### src/rtl/duplex_spi_engine.sv
module duplex_spi_engine #(
  parameter int DIV_W       = 8,
  parameter int SYNC_STAGES = 2
) (
  input  logic       clk,
  input  logic       rst_n,
  input  logic       wr_en,
  input  logic       rd_en,
  input  logic [1:0] addr,
  input  logic [7:0] wdata,
  output logic [7:0] rdata,
  output logic       irq,
  input  logic       sck_i,
  output logic       sck_o,
  output logic       sck_oe,
  input  logic       mosi_i,
  output logic       mosi_o,
  output logic       mosi_oe,
  input  logic       miso_i,
  output logic       miso_o,
  output logic       miso_oe,
  input  logic       nss_i
);
  localparam int SP = (SYNC_STAGES < 2) ? 2 : SYNC_STAGES;

  logic             en, ms, cpol, cpha;
  logic [2:0]       bc;
  logic [DIV_W-1:0] div, cnt;
  logic [7:0]       sh, rx;
  logic             rbit, run, tgl;
  logic [3:0]       ecnt;
  logic             done, wcol, ovr, modf, unread;
  logic [SP:0]      sck_p;
  logic [SP-1:0]    mosi_p, nss_p;

  wire sck_s  = sck_p[SP-1];
  wire sck_d  = sck_p[SP];
  wire mosi_s = mosi_p[SP-1];
  wire nss_s  = nss_p[SP-1];

  wire [3:0] nbits  = (bc == 3'd0) ? 4'd8 : {1'b0, bc};
  wire [4:0] last_e = {nbits, 1'b0} - 5'd1;

  wire slv_sel = en & ~ms & ~nss_s;
  wire busy    = run | (ecnt != 4'd0);
  wire mev     = run & (cnt == div);
  wire sev     = slv_sel & (sck_s ^ sck_d);
  wire ev      = ms ? mev : sev;
  wire din     = ms ? miso_i : mosi_s;
  wire smp     = ~ecnt[0] ^ cpha;
  wire fin     = ev & (ecnt == last_e[3:0]);
  wire [7:0] fin_val = cpha ? {sh[6:0], din} : {sh[6:0], rbit};

  wire fault  = en & ms & ~nss_s;
  wire abort  = ~en | fault | (~ms & nss_s);
  wire wr_ctl = wr_en & (addr == 2'd0);
  wire wr_div = wr_en & (addr == 2'd1);
  wire wr_dat = wr_en & (addr == 2'd2);
  wire wr_sts = wr_en & (addr == 2'd3);
  wire start  = wr_dat & en & ~busy;
  wire [7:0] tx_al = wdata << (4'd8 - nbits);

  always_ff @(posedge clk or negedge rst_n) begin
    if (!rst_n) begin
      sck_p  <= '0;
      mosi_p <= '0;
      nss_p  <= '1;
    end else begin
      sck_p  <= {sck_p[SP-1:0], sck_i};
      mosi_p <= {mosi_p[SP-2:0], mosi_i};
      nss_p  <= {nss_p[SP-2:0], nss_i};
    end
  end

  always_ff @(posedge clk or negedge rst_n) begin
    if (!rst_n) begin
      {en, ms, cpol, cpha} <= '0;
      bc     <= '0;
      div    <= '0;
      cnt    <= '0;
      sh     <= '0;
      rx     <= '0;
      rbit   <= 1'b0;
      run    <= 1'b0;
      tgl    <= 1'b0;
      ecnt   <= '0;
      done   <= 1'b0;
      wcol   <= 1'b0;
      ovr    <= 1'b0;
      modf   <= 1'b0;
      unread <= 1'b0;
    end else begin
      if (wr_ctl) {bc, cpha, cpol, ms, en} <= wdata[6:0];
      if (wr_div) div <= DIV_W'(wdata);
      if (fault) begin
        ms   <= 1'b0;
        modf <= 1'b1;
      end
      if (wr_sts) begin
        done <= done & ~wdata[0];
        wcol <= wcol & ~wdata[1];
        ovr  <= ovr  & ~wdata[2];
        modf <= (modf & ~wdata[3]) | fault;
      end
      if (wr_dat & busy) wcol <= 1'b1;
      if (rd_en && addr == 2'd2) unread <= 1'b0;

      if (start) begin
        sh <= tx_al;
        if (ms & ~fault) begin
          run <= 1'b1;
          cnt <= '0;
        end
      end

      if (abort) begin
        run  <= 1'b0;
        ecnt <= '0;
        tgl  <= 1'b0;
        cnt  <= '0;
      end else begin
        if (run) cnt <= mev ? '0 : cnt + DIV_W'(1);
        if (ev) begin
          if (ms) tgl <= ~tgl;
          if (smp) rbit <= din;
          else if (!(cpha && ecnt == 4'd0)) sh <= {sh[6:0], rbit};
          if (fin) begin
            sh   <= fin_val;
            ecnt <= '0;
            run  <= 1'b0;
            done <= 1'b1;
            if (done & unread) ovr <= 1'b1;
            else begin
              rx     <= fin_val;
              unread <= 1'b1;
            end
          end else begin
            ecnt <= ecnt + 4'd1;
          end
        end
      end
    end
  end

  assign sck_o   = cpol ^ tgl;
  assign sck_oe  = en & ms;
  assign mosi_o  = ms & sh[7];
  assign mosi_oe = en & ms;
  assign miso_o  = slv_sel & sh[7];
  assign miso_oe = slv_sel;
  assign irq     = done | wcol | ovr | modf;

  always_comb begin
    case (addr)
      2'd0:    rdata = {1'b0, bc, cpha, cpol, ms, en};
      2'd1:    rdata = 8'(div);
      2'd2:    rdata = rx;
      default: rdata = {2'b00, slv_sel, busy, modf, ovr, wcol, done};
    endcase
  end
endmodule

### config.mk
export PLATFORM = sky130hd
export DESIGN_NAME = duplex_spi_engine
export DESIGN_NICKNAME = d
export VERILOG_FILES = /design/src/rtl/duplex_spi_engine.sv
export SDC_FILE = /design/constraint.sdc
export NUM_CORES = 1
export LEC_CHECK = 0
export ABC_CLOCK_PERIOD_IN_PS = 5200
export BUFFER_PORTS_ARGS = -buffer_cell sky130_fd_sc_hd__buf_2
export CAP_MARGIN = 0
export CORE_ASPECT_RATIO = 2
export CORE_MARGIN = 3
export CORE_UTILIZATION = 60
export CTS_CLUSTER_DIAMETER = 50
export CTS_CLUSTER_SIZE = 25
export DETAILED_ROUTE_END_ITERATION = 10
export PLACE_DENSITY = 0.81
export SLEW_MARGIN = 30
export SYNTH_ARGS = -nofsm -noshare
export SYNTH_HDL_FRONTEND = slang
export SYNTH_SLANG_ARGS = --single-unit
### constraint.sdc
create_clock -name clk -period 5.2 [get_ports clk]
set_input_delay 0.78 -clock clk [delete_from_list [all_inputs] [get_ports clk]]
set_output_delay 0.78 -clock clk [all_outputs]
set_load 0.01 [all_outputs]
* After elaboration in Yosys (flattened, before gate mapping)
Cells that the tools add are included.
** Cells by class
- Add/subtract/negate cells :: 4
- Multipliers :: 0
- Divide/modulo/power cells :: 0
- $lt $le $gt $ge :: 0
- Equality and inequality tests :: 5
- Shifts and indexed selects :: 1
- Multiplexer cells :: 47
- Bitwise gates (word level) :: 46
- Reduce and logical (&&, ||, !) cells :: 17
** Operators with widths (count)
- $mux 8 :: 11
- $mux 1 :: 31
- $pmux 8 s3 :: 1
- $and 1x1->1 :: 23
- $mux 4 :: 4
- $not 1->1 :: 13
- $reduce_bool 2->1 :: 5
- $add 8x1->8 const B :: 1
- $eq 8x8->1 :: 1
- $shl 8x4->8 :: 1
- $or 1x1->1 :: 7
- $reduce_bool 3->1 :: 2
- $add 4x1->4 const B :: 1
- $eq 2x2->1 const B :: 2
- $eq 4x4->1 :: 1
- $logic_not 4->1 :: 1
- $reduce_and 2->1 :: 2
- $reduce_and 4->1 :: 1
- $reduce_bool 4->1 :: 1
- $sub 4x1->4 const B :: 1
- $sub 4x4->4 const A :: 1
- $logic_not 3->1 :: 1
- $reduce_and 3->1 :: 1
- $xor 1x1->1 :: 3
- other kinds (3) :: 4
** Word-level totals
- Flip-flop bits (word level) :: 58
- Latch bits :: 0
- Memory bits (writable) :: 0
- Bits in read-only memories :: 0
- Output and inout port bits :: 15
- Memories :: 0

* Logic depth before layout (Yosys ltp)
- Depth after elaboration :: 10
- Depth in mapped cells :: 10
- Gate-level depth less buffers :: 7

* Worst setup path before layout
Ideal clock, no wire load.
- Kind :: input -> output
- From :: input addr[0]
- To :: output rdata[4]
- Data arrival time :: 1.950 ns
- Required time :: 4.420 ns
- Path slack :: 2.470 ns
- Stages on the path :: 3
- Cell sequence :: clkbuf_1 buf_1 mux4_1
** Between the ends
- Longest elaborated chain between the ends :: 2
- Elaborated cells on any way between the ends :: 4
- Those cells by class :: eq/ne (2); mux (1); reduce/logical (1)
** Ends and longest elaborated chain
- start, declared :: line 9 : input logic [1:0] addr,
- $eq 2x2->1, or another cell as far along :: line 154 : case (addr)
- $pmux 8 s3 * :: line 154
- end, declared :: line 11 : output logic [7:0] rdata,
Mark *: on every way between the ends. The rest lies on a longest branch, timed or not.

* Worst setup path in the final report
- From :: register ecnt[0]
- To :: output rdata[4]
** Between the ends
- Longest elaborated chain between the ends :: 3
** Ends and longest elaborated chain
- start, declared :: line 31 : logic [3:0] ecnt;
- start signal, assigned :: line 138 : ecnt <= ecnt + 4'd1;
- $reduce_bool 4->1 :: line 45 : wire busy = run | (ecnt != 4'd0);
- $or 1x1->1 :: line 45
- $pmux 8 s3 :: line 154
No other way between the ends.

==> qor.yml <==
synth:
  syn_area_mm2: 0.003359
  synth-seq-cells: 58
  yosys-top-cells-count: "dfrtp_1, nand2_1, mux2_2"
  seq_area_frac_synth: 0.4328
  synth_cell_type_count: 57
  yosysWarnings: 0
  synth_top_flop_cell: "dfrtp_1"
  synth_edf_count: 0
  syn_inst: 302
  synth_top_area_frac: 0.4171
  syn-num-nets: 324
  synth_area_per_cell_um2: 11.12
  synth_area_leaders: "dfrtp_1, mux2_2, mux4_2, mux2i_1, nand2_1"
  async_flop_share: 1.000
  synth_most_common_cell: "dfrtp_1"
  yosysTopAreaCell: "dfrtp_1"
critical_path:
  crit_path_cell_trace: "inv_1 > ha_1 > or4b_4 > mux4_1 > buf_2"
  worstSetupPathType: "reg -> out"
  critical_path.max_stage_delay_ns: 0.53
  crit_buf_inv: 2
  worst-path-max-fanout: 7
  endpoint_kind: "output pin"
  worstPathArrival_ns: 2.34
  path_delay_family: "multiplexers"
  crit_slowest_cell: "mux4_1"
  worst_setup_path_start_kind: "register"
  crit_required_ns: 4.42
floorplanning:
  die_x_um: 58.91
  die_h_um: 111.8
  die_area_mm2: 0.006587
  coreArea_mm2: 0.005420
  initial_core_util: 0.6198
  pin_count: 33
  rows: 38
clocking:
  clkLatencyLatePin_ns: 0.34
  cts_buffers: 9
  post_cts_resize_count: 0
  clk_pin_slew_worst_paths_ns: 0.06
  clkSinkCount: 58
  cts_tree: "built"
  clockRootBuffer: "clkbuf_8"
  htreeDepth: 3
  holdBufCountCts: 0
  cts_max_path_buffers: 2
  postCtsSetupBuffers: 0
sta:
  timing.fmax_mhz: 320.2
  worst_slack_ns: 2.077
  slew_violations: 0
  tns_ns: 0
  fin_skew_ns: 0.01066
  rsz0062_at_grt: "no"
  setup_viol: 0
  layout_min_cycle_time_ns: 3.123
  hold_viol: 0
  worstMarginPinSlew_ns: 0.8866
  period_share: 0.6005
  relSlewSlack: 0.4062
routing:
  routed_wl_um: 7872
  drt-wirelength-per-cell_um: 19.83
  route.detailed.drc: 0
  vias: 2553
  drtIter0Drc: 127
  drtPass1Iterations: 4
  viasPerCell: 6.431
  ant_nets: 0
global_routing:
  grt_pass1_vias: 2667
  grt_max_degree: 59
  track_usage: 0.2689
  grt_pass1_wl_um: 13140
  grt_overflow: 0
  antenna_found_initial: 0
place:
  gp_congestion: 0.8997
  place_ws_ns: 2.449
  port_buffers: 32
  postPlaceCellArea_mm2: 0.003527
  hpwl_um: 5861
pwr:
  vdd_ir_drop_max_mv: 0.2600
  p_per_area_mw_per_mm2: 347.7
  p_leak_uw: 0.001671
  finalPower_uw: 1287
layout:
  diodes: 0
  syn_to_final_growth_pct: 10.20
  design_area_mm2: 0.003702
  layout-drive-gt1-share: 0.2760
  fin_nets: 354
hold_path:
  hold_class: "reg -> reg"
status:
  run_status: "finished, final reports clean"
run:
  maxCapViolCount: 0
[through the flow]
stage	utilization	std cells	hold slack, ns
floorplan	-	302	0.3312
global placement	0.6507	381	0.3320
detailed placement	0.6507	381	0.3426
CTS	0.6831	397	0.3562
global route	0.6831	397	0.3591
finish	0.6831	397	0.3547
[routing by layer]
metal	global-route usage	routed length [um]
met1	0.3082	2855
met2	0.4527	4277
met5	0	0
met4	0.1452	242
met3	0.05336	497
[power breakdown]
group	switching, uW	leakage, uW	total (uW)	internal (uW)
combinational	162	0.000847	318	155
clock	171	0.0000867	370	199
sequential	83.1	0.000737	600	517
[cells by family (layout without fill, tap and decap cells)]
group,after synthesis,in the layout,share of synthesized area
DFF,58,58,0.4328
AOI/OAI and AO/OA,61,61,0.1255
buffers and inverters,25,60,0.03575
muxes,46,46,0.1892
and+or+nand+nor,88,88,0.1497
xor gates and xnor gates,20,20,0.05214
adders and majority gates,4,4,0.01490
[cell usage in the layout (no fill, tap or decap), drive strengths merged, types with 6 or more instances in the layout]
master  netlist  final
nand2        27     27
a31oi         6      6
mux4         11     11
nand3        10     10
inv          10     10
clkbuf        5     14
a21oi        13     13
nor2         14     14
mux2i        11     11
mux2         24     24
buf          10     34
dfrtp        56     56
xor2         11     11
o21ai        17     17
xnor2         9      9
[worst reg2reg max path: stages (launching register included)]
cell and delay, ns:
dfrtp_1 0.73, inv_1 0.14, ha_1 0.24, xnor2_1 0.13, buf_4 0.23, xor2_1 0.19
and2_1 0.39, o211ai_4 0.23, mux2_1 0.35
[area by class of cell]
type	instances	area [um^2]
Timing Repair Buffer	34	175.2
Clock buffer	14	162.7
Tap cell	60	75.07
Multi-Input combinational cell	219	1785
Inverter	10	37.54
Sequential cell	58	1454
Clock inverter	2	12.51
Fill cell	430	1718
[flip-flops by register name (all words and copies together) (netlist names)]
register and count:
cnt 8, div 8, rx 8, sh 8, ecnt 4, bc 3
sck_p 3, mosi_p 2, nss_p 2, cpha 1, cpol 1, done 1
en 1, modf 1, ms 1, ovr 1, rbit 1, run 1
tgl 1, unread 1, wcol 1
[worst paths after layout]
kind / from / end / slack [ns] / cells after the start
max: ecnt[0]$_DFFE_PN0P_ / rdata[4] / 2.08 / 5
min: mosi_p[0]$_DFF_PN0_ / mosi_p[1]$_DFF_PN0_ / 0.35 / 0
max reg2reg: bc[0]$_DFFE_PN0P_ / rx[7]$_DFFE_PN0P_ / 2.44 / 8
min reg2reg: mosi_p[0]$_DFF_PN0_ / mosi_p[1]$_DFF_PN0_ / 0.35 / 0
max in group asynchronous: rst_n / done$_DFF_PN0_ / 4.13 / 2
min in group asynchronous: rst_n / sck_p[2]$_DFF_PN0_ / 0.57 / 2
(Power assumes the default switching activity.)
